## config.mk

```make
export PLATFORM = sky130hd
export DESIGN_NAME = spi_byte_host
export DESIGN_NICKNAME = d
export VERILOG_FILES = /design/src/rtl/spi_host_pkg.sv /design/src/rtl/spi_clk_div.sv /design/src/rtl/spi_shifter.sv /design/src/rtl/spi_rx_fifo.sv /design/src/rtl/spi_byte_host.sv
export SDC_FILE = /design/constraint.sdc
export NUM_CORES = 1
export LEC_CHECK = 0
export BUFFER_PORTS_ARGS = -buffer_cell sky130_fd_sc_hd__buf_2
export CAP_MARGIN = 20
export CORE_ASPECT_RATIO = 1.5
export CORE_UTILIZATION = 55
export CTS_CLUSTER_DIAMETER = 80
export CTS_CLUSTER_SIZE = 24
export DETAILED_ROUTE_END_ITERATION = 8
export GPL_ROUTABILITY_DRIVEN = 0
export PLACE_DENSITY = 0.73
export SLEW_MARGIN = 25
export SYNTH_ARGS = -nofsm -noshare
export SYNTH_HDL_FRONTEND = slang
export SYNTH_SLANG_ARGS = --single-unit
```

## constraint.sdc

```tcl
create_clock -name clk -period 11.1 [get_ports clk]
set_input_delay 2.22 -clock clk [delete_from_list [all_inputs] [get_ports clk]]
set_output_delay 2.22 -clock clk [all_outputs]
set_load 0.03 [all_outputs]
```

## src/rtl/spi_host_pkg.sv

```systemverilog
`timescale 1ns/1ps
package spi_host_pkg;

    localparam int DATA_W = 8;
    localparam int NUM_SEL = 4;

    typedef enum logic [2:0] {
        A_CTRL  = 3'd0,
        A_STAT  = 3'd1,
        A_DATA  = 3'd2,
        A_EXT   = 3'd3,
        A_PARAM = 3'd4,
        A_SEL   = 3'd5,
        A_TIME  = 3'd6
    } reg_addr_e;

    localparam int B_PHASE  = 2;
    localparam int B_POL    = 3;
    localparam int B_ENABLE = 6;
    localparam int B_EMPTY  = 0;
    localparam int B_COLL   = 6;
    localparam int B_DONE   = 7;

    typedef struct packed {
        logic       en;
        logic       pol;
        logic       phase;
        logic [3:0] code;
    } link_cfg_t;

    // log2 of the sclk period in system clocks for a divider code
    function automatic logic [3:0] period_log2(input logic [3:0] code);
        case (code)
            4'd0:    period_log2 = 4'd1;
            4'd1:    period_log2 = 4'd2;
            4'd2:    period_log2 = 4'd4;
            4'd3:    period_log2 = 4'd5;
            4'd4:    period_log2 = 4'd3;
            4'd5:    period_log2 = 4'd6;
            4'd6:    period_log2 = 4'd7;
            4'd7:    period_log2 = 4'd8;
            4'd8:    period_log2 = 4'd9;
            4'd9:    period_log2 = 4'd10;
            4'd10:   period_log2 = 4'd11;
            default: period_log2 = 4'd12;
        endcase
    endfunction

endpackage

```

## src/rtl/spi_clk_div.sv

```systemverilog
`timescale 1ns/1ps
module spi_clk_div #(
    parameter int CNT_W = 12
) (
    input  logic       clk,
    input  logic       rst,
    input  logic       run,
    input  logic [3:0] code,
    output logic       tick
);
    import spi_host_pkg::*;

    logic [CNT_W-1:0] cnt;
    logic [CNT_W-1:0] half_m1;
    logic [3:0]       lg;

    always_comb begin
        lg      = period_log2(code);
        half_m1 = (CNT_W'(1) << (lg - 4'd1)) - CNT_W'(1);
    end

    assign tick = run && (cnt == half_m1);

    always_ff @(posedge clk) begin
        if (rst || !run || tick) cnt <= '0;
        else                     cnt <= cnt + CNT_W'(1);
    end
endmodule

```

## src/rtl/spi_shifter.sv

```systemverilog
`timescale 1ns/1ps
module spi_shifter #(
    parameter int BITS = 8
) (
    input  logic            clk,
    input  logic            rst,
    input  logic            en,
    input  logic            pol,
    input  logic            phase,
    input  logic            start,
    input  logic [BITS-1:0] tx_byte,
    input  logic            tick,
    input  logic            miso,
    output logic            busy,
    output logic            sclk,
    output logic            mosi,
    output logic            done,
    output logic [BITS-1:0] rx_byte
);
    localparam int EDGES = 2 * BITS;
    localparam int EW    = $clog2(EDGES);

    logic [BITS-1:0] tx_sr, rx_sr;
    logic [EW-1:0]   edge_idx;
    logic            lead, samp, shft;

    always_comb begin
        lead = (edge_idx[0] == 1'b0);
        samp = phase ? !lead : lead;
        shft = phase ? (lead && edge_idx != '0) : !lead;
    end

    always_ff @(posedge clk) begin
        if (rst) begin
            busy     <= 1'b0;
            sclk     <= 1'b0;
            tx_sr    <= '0;
            rx_sr    <= '0;
            edge_idx <= '0;
            done     <= 1'b0;
        end else if (!en) begin
            busy <= 1'b0;
            sclk <= pol;
            done <= 1'b0;
        end else if (!busy) begin
            sclk <= pol;
            done <= 1'b0;
            if (start) begin
                busy     <= 1'b1;
                tx_sr    <= tx_byte;
                edge_idx <= '0;
            end
        end else begin
            done <= 1'b0;
            if (tick) begin
                sclk <= ~sclk;
                if (samp) rx_sr <= {rx_sr[BITS-2:0], miso};
                if (shft) tx_sr <= {tx_sr[BITS-2:0], 1'b0};
                edge_idx <= edge_idx + EW'(1);
                if (edge_idx == EW'(EDGES - 1)) begin
                    busy <= 1'b0;
                    done <= 1'b1;
                end
            end
        end
    end

    assign mosi    = tx_sr[BITS-1];
    assign rx_byte = rx_sr;
endmodule

```

## src/rtl/spi_rx_fifo.sv

```systemverilog
`timescale 1ns/1ps
module spi_rx_fifo #(
    parameter int DEPTH = 4,
    parameter int W     = 8
) (
    input  logic         clk,
    input  logic         rst,
    input  logic         push,
    input  logic         pop,
    input  logic [W-1:0] din,
    output logic [W-1:0] dout,
    output logic         empty,
    output logic [$clog2(DEPTH):0] count
);
    localparam int AW = $clog2(DEPTH);

    logic [W-1:0]  mem [DEPTH];
    logic [AW-1:0] wp, rp;
    logic          full, do_pop, drop;

    always_comb begin
        empty  = (count == '0);
        full   = (count == (AW+1)'(DEPTH));
        do_pop = pop && !empty;
        drop   = push && full && !do_pop;
    end

    assign dout = mem[rp];

    always_ff @(posedge clk) begin
        if (rst) begin
            wp    <= '0;
            rp    <= '0;
            count <= '0;
            for (int i = 0; i < DEPTH; i++) mem[i] <= '0;
        end else begin
            if (push) begin
                mem[wp] <= din;
                wp      <= wp + AW'(1);
            end
            if (do_pop || drop) rp <= rp + AW'(1);
            if (push && !do_pop && !full) count <= count + (AW+1)'(1);
            else if (do_pop && !push)     count <= count - (AW+1)'(1);
        end
    end
endmodule

```

## src/rtl/spi_byte_host.sv

```systemverilog
`timescale 1ns/1ps
module spi_byte_host #(
    parameter int FIFO_DEPTH = 4,
    parameter int DIV_W      = 12
) (
    input  logic       clk,
    input  logic       rst,
    input  logic       wr_en,
    input  logic       rd_en,
    input  logic [2:0] addr,
    input  logic [7:0] wdata,
    output logic [7:0] rdata,
    output logic       sclk,
    output logic       mosi,
    input  logic       miso,
    output logic [3:0] sel_o
);
    import spi_host_pkg::*;

    localparam int CW = $clog2(FIFO_DEPTH) + 1;

    logic [7:0] ctrl_q, ext_q, sel_q, time_q;
    logic       param_q, done_flag, coll_flag;
    link_cfg_t  cfg;

    logic       eng_busy, eng_done, tick, start, data_wr, data_rd;
    logic [7:0] rx_byte, fifo_dout;
    logic       fifo_empty;
    logic [CW-1:0] fifo_count;

    always_comb begin
        cfg.en    = ctrl_q[B_ENABLE];
        cfg.pol   = ctrl_q[B_POL];
        cfg.phase = ctrl_q[B_PHASE];
        cfg.code  = {ext_q[1:0], ctrl_q[1:0]};
        data_wr   = wr_en && (addr == A_DATA);
        data_rd   = rd_en && (addr == A_DATA);
        start     = data_wr && cfg.en && !eng_busy;
    end

    spi_clk_div #(.CNT_W(DIV_W)) u_div (
        .clk(clk), .rst(rst), .run(eng_busy), .code(cfg.code), .tick(tick)
    );

    spi_shifter #(.BITS(DATA_W)) u_shift (
        .clk(clk), .rst(rst), .en(cfg.en), .pol(cfg.pol), .phase(cfg.phase),
        .start(start), .tx_byte(wdata), .tick(tick), .miso(miso),
        .busy(eng_busy), .sclk(sclk), .mosi(mosi), .done(eng_done),
        .rx_byte(rx_byte)
    );

    spi_rx_fifo #(.DEPTH(FIFO_DEPTH), .W(DATA_W)) u_fifo (
        .clk(clk), .rst(rst), .push(eng_done), .pop(data_rd), .din(rx_byte),
        .dout(fifo_dout), .empty(fifo_empty), .count(fifo_count)
    );

    always_ff @(posedge clk) begin
        if (rst) begin
            ctrl_q    <= '0;
            ext_q     <= '0;
            sel_q     <= '0;
            time_q    <= '0;
            param_q   <= 1'b0;
            done_flag <= 1'b0;
            coll_flag <= 1'b0;
        end else begin
            if (wr_en) begin
                case (addr)
                    A_CTRL:  ctrl_q  <= wdata;
                    A_EXT:   ext_q   <= wdata;
                    A_PARAM: param_q <= wdata[0];
                    A_SEL:   sel_q   <= wdata;
                    A_TIME:  time_q  <= wdata;
                    A_STAT: begin
                        if (wdata[B_DONE]) done_flag <= 1'b0;
                        if (wdata[B_COLL]) coll_flag <= 1'b0;
                    end
                    default: ;
                endcase
            end
            if (eng_done) done_flag <= 1'b1;
            if (data_wr && cfg.en && eng_busy) coll_flag <= 1'b1;
        end
    end

    always_ff @(posedge clk) begin
        if (rst) rdata <= '0;
        else if (rd_en) begin
            case (addr)
                A_CTRL:  rdata <= ctrl_q;
                A_STAT:  rdata <= {done_flag, coll_flag, 5'b0, fifo_empty};
                A_DATA:  rdata <= fifo_dout;
                A_EXT:   rdata <= ext_q;
                A_PARAM: rdata <= {7'b0, param_q};
                A_SEL:   rdata <= sel_q;
                A_TIME:  rdata <= time_q;
                default: rdata <= '0;
            endcase
        end
    end

    for (genvar n = 0; n < NUM_SEL; n++) begin : g_sel
        assign sel_o[n] = sel_q[NUM_SEL + n] ? sel_q[n] : 1'b1;
    end
endmodule

```

==> metrics.md, run 1 <==
| Metric | Value |
|---|---|
| Status | finished, final reports clean |
| Worst-Skew Late Latency | 420 ps |
| Slew HR | 39.3% |
| Worst min-delay path category | register to register |
| Syn nets | 704 |
| Fmax | 0.203 GHz |
| Row cnt | 47 |
| TNS Setup | 0 ps |
| Detailed-router iteration count before antenna repair | 5 |
| Routed Antenna Nets | 0 |
| Gate power share | 7.4% |
| Tmin final | 4930 ps |
| Die footprint | 11700 um2 |
| Clk root buf | clkbuf_16 |
| Part of the power in the clock network | 49.2% |
| Die width | 88.6 um |
| Crit Path Max Fanout | 24 |
| CTS tree | done |
| Synth Instances | 682 |
| Final wirelength | 15200 um |
| RR Startpoint | ctrl_q[0] |
| Crit path launch type | register |
| Starting Density | 56.2% |
| N_diodes | 0 |
| FILL cells | 929 |
| Setup crit start | ctrl_q[0] |
| Number of synthesis warnings | 0 |
| GRT overflow | 0 |
| Hold_sp | param_q |
| Switching power | 0.267 mW |
| DR WL/cell | 17.9 um |
| P per Cell Area | 153 nW/um2 |
| Clock Tree Buf Depth | 2 |
| Worst R2R Setup Slack | 6170 ps |
| CTS resizes | 0 |
| First-pass GRT wire length | 24800 um |
| Critical Path AT | 5170 ps |
| Flops & latches, synth | 119 |
| Sw frac | 25.3% |
| Post-synthesis sequential area ratio | 43.7% |
| Async S/R FF share, synth | 0% |
| Worst Path Required | 11350 ps |
| Overall Power | 1.06 mW |
| Endpoints failing setup | 0 |
| Die H | 132 um |
| 1st-iter DRT viols | 295 |
| Number of synthesized flops with an enable pin | 32 |
| Core area | 11000 um2 |
| Reg clk slew, reported paths | 60 ps |
| Dpl cells | 817 |
| Kind of critical path | register to register |
| Multi-input logic area | 3250 um2 |
| Seq. cell area | 2700 um2 |
| Post-Syn Area | 6180 um2 |
| Commonest non-fill, non-tap cell in the layout | nand2_1 |
| Slew Limit Fails | 0 |
| Tcrit/Tclk final | 44.4% |
| FF-to-FF path depth | 11 |
| Max-cap violations | 0 |
| Setup crit end | u_shift.busy |
| Hold Slack | 456 ps |
| Fraction of layout cells with a size suffix above 1 | 13.1% |
| Area grow syn2layout | 11.7% |
| CTS Hold Bufs | 0 |
| Vias in the first global route | 5004 |
| Unrepaired setup endpoints after global routing | false |
| FF-to-FF End | u_shift.busy |
| H-Tree Level Count | 4 |
| VDD IR max | 0.000136 V |
| Library cells used by synthesis | 75 |
| Number of antenna violations at the first check in global routing | 0 |
| Slew @ Worst Pin | 908 ps |
| Worst setup EP type | register |
| Cell leakage power | 2.46 nW |
| Clk sinks | 119 |
| All-layer global routing usage | 27.9% |
| Top FF cell, synth | dfxtp_1 |
| Clock Skews | 16.0 ps |
| Setup WS pre-CTS | 6270 ps |
| Final HPWL DP | 10500 um |
| Finished Layout Cells | 849 |
| Final WS setup | 6170 ps |
| Num ports | 30 |
| Residual DRC count | 0 |
| Final hold vios | 0 |
| Most frequent cells in the layout | 105 x nand2_1, 87 x dfxtp_1, 64 x a21oi_1 |
| Post-CTS Setup Bufs | 0 |
| Largest net degree at the start of global routing | 71 |
| TritonCTS Buffers | 17 |
| Count of input and output buffers | 29 |
| Via count | 5154 |
| Sequential power share | 43.4% |
| # nets final | 711 |
| Avg Cell Area, Syn | 9.07 um2 |
| DR vias/cell | 6.07 |
| Cell internal pwr | 0.790 mW |
-- area by class of cell --
type                    instances  area share [%]
clock buffers                  20            6.94
well taps                     147            2.66
repair buffers                 32            2.43
clock inverters                12            1.27
multi-input cells             510            47.1
flip-flops and latches        119            39.1
inverters                       9           0.489
-- worst max-delay path, stage by stage, from the launching register on --
cell and delay [ps]:
dfxtp_1 800, ha_1 570, nor2_1 180, mux2i_1 80, or3_1 400, ha_1 260, and4b_1 250, o31a_1 310
nor4_2 370, nand4_1 490, nor2_1 860, a311oi_1 190
-- sequential cells by signal, summed over array words and instances, names as in the netlist, 2 cells and up, named ones only --
| signal | cells |
|---|---|
| u_fifo.rp | 2 |
| rdata | 8 |
| ctrl_q | 8 |
| u_shift.edge_idx | 4 |
| sel_q | 8 |
| ext_q | 8 |
| u_fifo.wp | 2 |
| u_fifo.mem | 32 |
| u_shift.tx_sr | 8 |
| u_shift.rx_byte | 8 |
| u_fifo.count | 3 |
| u_div.cnt | 12 |
| time_q | 8 |
-- power by group through the flow --
stage / Sequential [mW] / Clock (mW) / Combinational, mW
6_report: 0.458 / 0.520 / 0.0783
5_1_grt: 0.459 / 0.546 / 0.0852
4_1_cts: 0.458 / 0.527 / 0.0771
3_5_place_dp: 0.467 / 0 / 0.0764
3_3_place_gp: 0.467 / 0 / 0.0736
2_1_floorplan: 0.466 / 0 / 0.0577
-- cells by family after synthesis --
logic type      after synthesis  share of synthesized area (%)
compound gates              148                           15.3
xor+xnor                     21                           2.97
fa+ha+maj                     6                           1.34
buf+inv                      53                           3.72
flops                       119                           43.7
mux                          30                           6.84
simple gates                305                           26.2
-- how the worst min path moves through the flow --
stage	endpoint	slack [ps]	cells past startpoint
detailed placement	time_q[1]	450	2
global placement	time_q[1]	440	2
floorplan	u_shift.tx_sr[1]	430	2
CTS	time_q[1]	460	2
global route	time_q[1]	470	2
finish	param_q	460	2
-- per-stage QoR --
stage	instance area, um2	utilization [%]
2_1_floorplan	6180	-
3_3_place_gp	6340	57.6
3_5_place_dp	6340	57.6
4_1_cts	6910	62.8
5_1_grt	6910	62.8
6_report	6910	62.8
-- synth_stat cells, drive strengths merged, types with 3 or more instances --
master | count | area share [%]
nand2 | 105 | 6.4
dfxtp | 87 | 28
a21oi | 65 | 5.3
and2 | 44 | 4.5
edfxtp | 32 | 16
clkbuf | 31 | 1.9
nor2 | 31 | 1.9
o21ai | 23 | 1.9
nor2b | 19 | 1.9
nand3 | 18 | 1.5
nand2b | 16 | 1.6
nor3 | 16 | 1.4
buf | 13 | 1.3
mux2i | 13 | 2.1
nand4 | 13 | 1.3
xnor2 | 12 | 1.7
a31oi | 10 | 1.3
nor3b | 10 | 1.2
inv | 9 | 0.55
mux4 | 9 | 3.3
xor2 | 9 | 1.3
a22oi | 8 | 0.97
mux2 | 8 | 1.5
a21o | 5 | 0.61
a221oi | 5 | 0.71
and3 | 5 | 0.51
ha | 5 | 1.0
or3 | 5 | 0.51
o211ai | 4 | 0.57
o21a | 4 | 0.49
a211oi | 3 | 0.36
nor4 | 3 | 0.65
or2 | 3 | 0.30
-- layer usage --
metal,routed length (um),track usage (%)
met1,5830,32.4
met2,8030,47.6
met3,784,6.57
met4,534,12.9
met5,0,0
No activity file was read; power rests on OpenSTA's default activity.
==> run 2, diff against run 1 <==
Settings changed: PLACE_DENSITY 0.73 to 0.75.
Clock period 11.1 ns to 4 ns, I/O delays scaled along.
==> run 2 against run 1 <==
Utilization rose by 1.1 points. Sequential cell count did not move. Sequential power rose to 2.8 times the previous value. Die area unchanged. Worst setup slack got worse by 5800 ps. Wire length grew 0.78%. Clock skew decreased by 7.5 ps. Critical path depth did not move. Combinational power increased to 3.0 times the previous value. Largest power group unchanged.
==> metrics.md, run 2 (synthesized netlist as in run 1, its figures left out) <==
| Metric | Value |
|---|---|
| Status | finished, final reports clean |
| N_diodes | 0 (unchanged) |
| Starting Density | 56.2% (unchanged) |
| Multi-input logic area | 3250 um2 (unchanged) |
| Clk root buf | clkbuf_16 |
| Clock Tree Buf Depth | 2 (unchanged) |
| Gate power share | 7.8% (+0.4 points) |
| Finished Layout Cells | 861 (+1.4%) |
| Num ports | 30 (unchanged) |
| Worst-Skew Late Latency | 410 ps (about the same) |
| Row cnt | 47 (unchanged) |
| Fraction of layout cells with a size suffix above 1 | 14.6% (+1.5 points) |
| Met2 wire len | 8040 um (about the same) |
| # nets final | 723 (+1.7%) |
| Dpl cells | 829 (+1.5%) |
| Area grow syn2layout | 13.6% |
| Detailed-router iteration count before antenna repair | 8 (+3) |
| Cell internal pwr | 2.29 mW (+190%) |
| Seq. cell area | 2700 um2 (unchanged) |
| Most frequent cells in the layout | 105 x nand2_1, 87 x dfxtp_1, 64 x a21oi_1 |
| H-Tree Level Count | 4 (unchanged) |
| GRT overflow | 0 (unchanged) |
| Slew @ Worst Pin | 990 ps (+82.2 ps) |
| P per Cell Area | 432 nW/um2 (+180%) |
| CTS Hold Bufs | 0 (unchanged) |
| M1 WL | 5940 um (+1.9%) |
| Unrepaired setup endpoints after global routing | false |
| Cell leakage power | 2.54 nW (+3.1%) |
| DR vias/cell | 6.07 (about the same) |
| TNS Setup | 0 ps (unchanged) |
| Final hold vios | 0 (unchanged) |
| CTS tree | done |
| Sw frac | 24.5% (-0.76 points) |
| Clock Skews | 8.51 ps (-7.51 ps) |
| Core area | 11000 um2 (unchanged) |
| DR WL/cell | 17.8 um (-0.63%) |
| Tmin final | 3650 ps (-1280 ps) |
| Largest net degree at the start of global routing | 70 (-1.4%) |
| Die width | 88.6 um (unchanged) |
| Sequential power share | 41.8% (-1.6 points) |
| Routed Antenna Nets | 0 (unchanged) |
| Largest register FFs | 32 (unchanged) |
| Die H | 132 um (unchanged) |
| Slew Limit Fails | 0 (unchanged) |
| CTS resizes | 0 (unchanged) |
| Clk sinks | 119 (unchanged) |
| Slew HR | 33.9% (-5.4 points) |
| Crit Path Max Fanout | 19 (-21%) |
| Vias in the first global route | 4998 (-0.12%) |
| Post-CTS Setup Bufs | 0 (unchanged) |
| Endpoints failing setup | 0 (unchanged) |
| Worst setup EP type | register |
| First-pass GRT wire length | 24800 um (-0.14%) |
| Tcrit/Tclk final | 91.3% (+47 points) |
| Switching power | 0.744 mW (+180%) |
| Number of antenna violations at the first check in global routing | 0 (unchanged) |
| Most flops, register | u_fifo.mem |
| VDD IR max | 0.000337 V (+150%) |
| Commonest non-fill, non-tap cell in the layout | nand2_1 |
| Fmax | 0.274 GHz (+35%) |
| WL met3 | 823 um (+5.0%) |
| Part of the power in the clock network | 50.5% (+1.3 points) |
| Critical Path AT | 3950 ps (-1220 ps) |
| TritonCTS Buffers | 17 (unchanged) |
| Worst min-delay path category | register to register |
| Via count | 5230 (+1.5%) |
| Final HPWL DP | 10400 um (-0.40%) |
| Top flop regs | u_fifo.mem: 32 flops, u_div.cnt: 12 flops |
| Max Used Layer | met4 |
| FILL cells | 905 (-2.6%) |
| Kind of critical path | register to register |
| 1st-iter DRT viols | 357 (+21%) |
| Final wirelength | 15300 um (+0.78%) |
| All-layer global routing usage | 27.8% (-0.14 points) |
| Count of input and output buffers | 29 (unchanged) |
| Reg clk slew, reported paths | 60 ps (about the same) |
| Worst Path Required | 4300 ps (-7050 ps) |
| Die footprint | 11700 um2 (unchanged) |
| Residual DRC count | 0 (unchanged) |
| Max-cap violations | 0 (unchanged) |
| Crit path launch type | register |
==> run 2: cell types whose count changed in the layout (fill, tap and decap cells not counted), sizes merged <==
cell / previous run / this run
clkinvlp: 2 / 1
bufinv: 0 / 2
inv: 15 / 14
buf: 32 / 44
==> run 2: worst max-delay path: stages, from the launching register on <==
cell and delay [ps]:
dfxtp_1 320, ha_1 320, buf_4 210, nor2_1 240, nand2_1 90, ha_1 280
and4b_1 250, o31a_1 310, nor4_2 350, and4_1 600, a31oi_4 270, a31o_2 310
==> run 2: stage by stage <==
stage | area (um2) | utilization (%) | total power [mW] | worst slack, ps | hold WS [ps]
final | 7030 | 63.9 | 3.03 | 347 | 456
after global routing | 7030 | 63.9 | 3.12 | 122 | 471
after CTS | 7030 | 63.9 | 3.04 | 374 | 457
after detailed placement | 6430 | 58.5 | 1.52 | 403 | 448
after global placement | 6430 | 58.5 | 1.51 | 492 | 443
after floorplan | 6180 | - | 1.45 | 515 | 435
==> run 2: path summary, 6_finish.rpt <==
path / start / endpoint / slack (ps) / cells past startpoint
worst max-delay path: ctrl_q[0] / u_shift.tx_sr[0] / 350 / 11
worst min-delay path: ctrl_q[7] / ctrl_q[7] / 460 / 2
worst max register to register: ctrl_q[0] / u_shift.tx_sr[0] / 350 / 11
worst min register to register: ctrl_q[7] / ctrl_q[7] / 460 / 2
==> run 2: power groups by stage <==
stage               combinational [mW]  sequential [mW]  clock (mW)
finish                           0.236             1.27        1.53
global route                     0.256             1.27        1.59
CTS                              0.233             1.27        1.54
detailed placement               0.230             1.29           0
global placement                 0.224             1.29           0
floorplan                        0.160             1.29           0
==> run 2: area by class of cell <==
class / instances / area share [%]
timing repair buffer: 44 / 3.67
sequential: 119 / 38.5
tap: 147 / 2.62
clock buffer: 20 / 6.50
inverter: 9 / 0.481
multi-input combinational: 510 / 46.3
clock inverter: 12 / 1.99
==> run 2: layer usage <==
metal	global-route usage, %	vias up
li1	-	2477
met1	33.2	2532
met2	47.1	179
met3	5.76	42
met4	12.5	0
met5	0	-
==> run 3, diff against run 2 <==
Settings changed: CELL_PAD_IN_SITES_DETAIL_PLACEMENT set to 0, CELL_PAD_IN_SITES_GLOBAL_PLACEMENT set to 1, CORE_UTILIZATION 55 to 43, PLACE_DENSITY 0.75 to unset, PLACE_DENSITY_LB_ADDON set to 0.1.
==> run 3 against run 2 <==
Worst setup slack got worse by 31 ps. Wire length is 5.5% higher. Worst hold slack lost 2.8 ps. Utilization decreased by 13 points. Combinational power about the same. Sequential power barely moved. Critical path depth did not move. Global-route usage fell by 4.9 points. Cell area increased by 1.2%. Total power increased by 3.0%. Clock power increased by 6%. Highest routed layer unchanged.
==> metrics.md, run 3 (synthesized netlist as in run 1, its figures left out) <==
| Metric | Value |
|---|---|
| Status | finished, final reports clean |
| Seq. cell area | 2700 um2 (unchanged) |
| Starting Density | 44.0% (-12 points) |
| Worst min-delay path category | register to register |
| Final hold vios | 0 (unchanged) |
| Crit Path Max Fanout | 13 (-6) |
| Die footprint | 14900 um2 (+27%) |
| Top flop regs | u_fifo.mem: 32 flops, u_div.cnt: 12 flops |
| H-Tree Level Count | 4 (unchanged) |
| Hold Path Depth | 2 (unchanged) |
| Post-CTS Setup Bufs | 0 (unchanged) |
| Residual DRC count | 0 (unchanged) |
| Num ports | 30 (unchanged) |
| First-pass GRT wire length | 25500 um (+3.1%) |
| Setup WS pre-CTS | 417 ps (+13.5 ps) |
| Worst-Skew Late Latency | 420 ps (about the same) |
| Unrepaired setup endpoints after global routing | false |
| RR Startpoint | ctrl_q[0] |
| Clk sinks | 119 (unchanged) |
| TNS Setup | 0 ps (unchanged) |
| Final HPWL DP | 11100 um (+6.4%) |
| Overall Power | 3.12 mW (+3.0%) |
| Crit path launch type | register |
| Largest register FFs | 32 (unchanged) |
| Clock Skews | 9.51 ps (+0.997 ps) |
| Cell internal pwr | 2.31 mW (+1.1%) |
| CTS resizes | 0 (unchanged) |
| Sequential power share | 40.5% (-1.3 points) |
| All-layer global routing usage | 22.9% (-4.9 points) |
| Clock Tree Buf Depth | 2 (unchanged) |
| Switching power | 0.809 mW (+8.8%) |
| Core area | 14100 um2 (+28%) |
| Number of antenna violations at the first check in global routing | 0 (unchanged) |
| Most frequent cells in the layout | 105 x nand2_1, 87 x dfxtp_1, 64 x a21oi_1 |
| Hold_sp | ctrl_q[7] |
| Slew @ Worst Pin | 943 ps (-47.0 ps) |
| Fraction of layout cells with a size suffix above 1 | 14.7% (+0.14 points) |
| CTS tree | done |
| Endpoints failing setup | 0 (unchanged) |
| Vias in the first global route | 4878 (-2.4%) |
| Via count | 5042 (-3.6%) |
| FF-to-FF path depth | 11 (unchanged) |
| GRT overflow | 0 (unchanged) |
| Kind of critical path | register to register |
| Count of input and output buffers | 29 (unchanged) |
| Worst Path Required | 4310 ps (about the same) |
| Sw frac | 25.9% (+1.4 points) |
| Final wirelength | 16100 um (+5.5%) |
| Slew Limit Fails | 0 (unchanged) |
| FILL cells | 1378 (+52%) |
| Part of the power in the clock network | 51.8% (+1.3 points) |
| FF-to-FF End | u_shift.tx_sr[0] |
| N_diodes | 0 (unchanged) |
| DR WL/cell | 17.8 um (+0.27%) |
| Die width | 99.9 um (+13%) |
| TritonCTS Buffers | 17 (unchanged) |
| CTS Hold Bufs | 0 (unchanged) |
| Critical Path AT | 3990 ps (+40 ps) |
| Routed Antenna Nets | 0 (unchanged) |
| VDD IR max | 0.000341 V (+1.2%) |
| # nets final | 723 (unchanged) |
| Final WS setup | 317 ps (-30.5 ps) |
| Row cnt | 53 (+13%) |
| Most flops, register | u_fifo.mem |
| DR vias/cell | 5.57 (-8.4%) |
| Max-cap violations | 0 (unchanged) |
| Finished Layout Cells | 906 (+5.2%) |
| Slew HR | 37.0% (+3.1 points) |
| Placed Area | 6480 um2 (+0.88%) |
| Commonest non-fill, non-tap cell in the layout | nand2_1 |
| Dpl cells | 874 (+5.4%) |
| Largest net degree at the start of global routing | 70 (unchanged) |
| Area grow syn2layout | 15.0% |
| Multi-input logic area | 3250 um2 (unchanged) |
| Clk root buf | clkbuf_16 |
| Cell leakage power | 2.56 nW (+0.69%) |
| Worst setup EP type | register |
| Detailed-router iteration count before antenna repair | 5 (-3) |
| P per Cell Area | 439 nW/um2 (+1.7%) |
| Finished Cell Area | 7110 um2 (+1.2%) |
| Worst R2R Setup Slack | 320 ps (-30 ps) |
| Tcrit/Tclk final | 92.1% (+0.76 points) |
| Gate power share | 7.6% (-0.2 points) |
| Die H | 149 um (+13%) |
| WHS Endpoint | ctrl_q[7] |
| Tmin final | 3680 ps (+30.5 ps) |
| Reg clk slew, reported paths | 60 ps (about the same) |
| 1st-iter DRT viols | 233 (-35%) |
| Fmax | 0.271 GHz (-0.83%) |
## run 3: how the worst max path moves through the flow
stage                          end  cells past startpoint  slack, ps  startpoint
2_1_floorplan  u_shift.edge_idx[0]                     13        520   ctrl_q[0]
3_3_place_gp      u_shift.tx_sr[0]                     11        450   ctrl_q[0]
3_5_place_dp      u_shift.tx_sr[0]                     11        420   ctrl_q[0]
4_1_cts           u_shift.tx_sr[0]                     11        350   ctrl_q[0]
5_1_grt           u_shift.tx_sr[0]                     11        160   ctrl_q[0]
6_report          u_shift.tx_sr[0]                     11        320   ctrl_q[0]
## run 3: cell type report
class                      instances  share of cell area (%)
timing repair buffer              44                    3.62
clock inverter                    14                    2.46
inverter                           9                   0.475
tap                              192                    3.38
sequential                       119                    38.0
multi-input combinational        510                    45.7
clock buffer                      18                    6.33
## run 3: per-stage QoR
step,util [%],hold WS [ps]
final,50.6,453
after global routing,50.6,471
after CTS,50.6,457
after detailed placement,46.1,448
after global placement,46.1,443
after floorplan,-,435
## run 3: worst max-delay path, stage by stage, from the launching register on
cell     delay (ps)
dfxtp_1         310
ha_1            320
nor2_1          140
mux2i_1          90
or3_1           370
ha_1            260
and4b_1         230
o31a_1          310
nor4_2          350
and4_1          610
a31oi_4         280
a31o_2          300
## run 3: metal layers
layer / wire (um) / GRT usage (%)
met5: 0 / 0
met2: 8570 / 41.4
met4: 241 / 8.75
met1: 6830 / 26.7
met3: 491 / 3.98
## run 3: power by group through the flow
stage / clock network (mW) / registers [mW] / logic, mW
6_report: 1.62 / 1.27 / 0.238
3_5_place_dp: 0 / 1.29 / 0.236
5_1_grt: 1.70 / 1.27 / 0.258
4_1_cts: 1.65 / 1.27 / 0.238
2_1_floorplan: 0 / 1.29 / 0.160
3_3_place_gp: 0 / 1.29 / 0.234
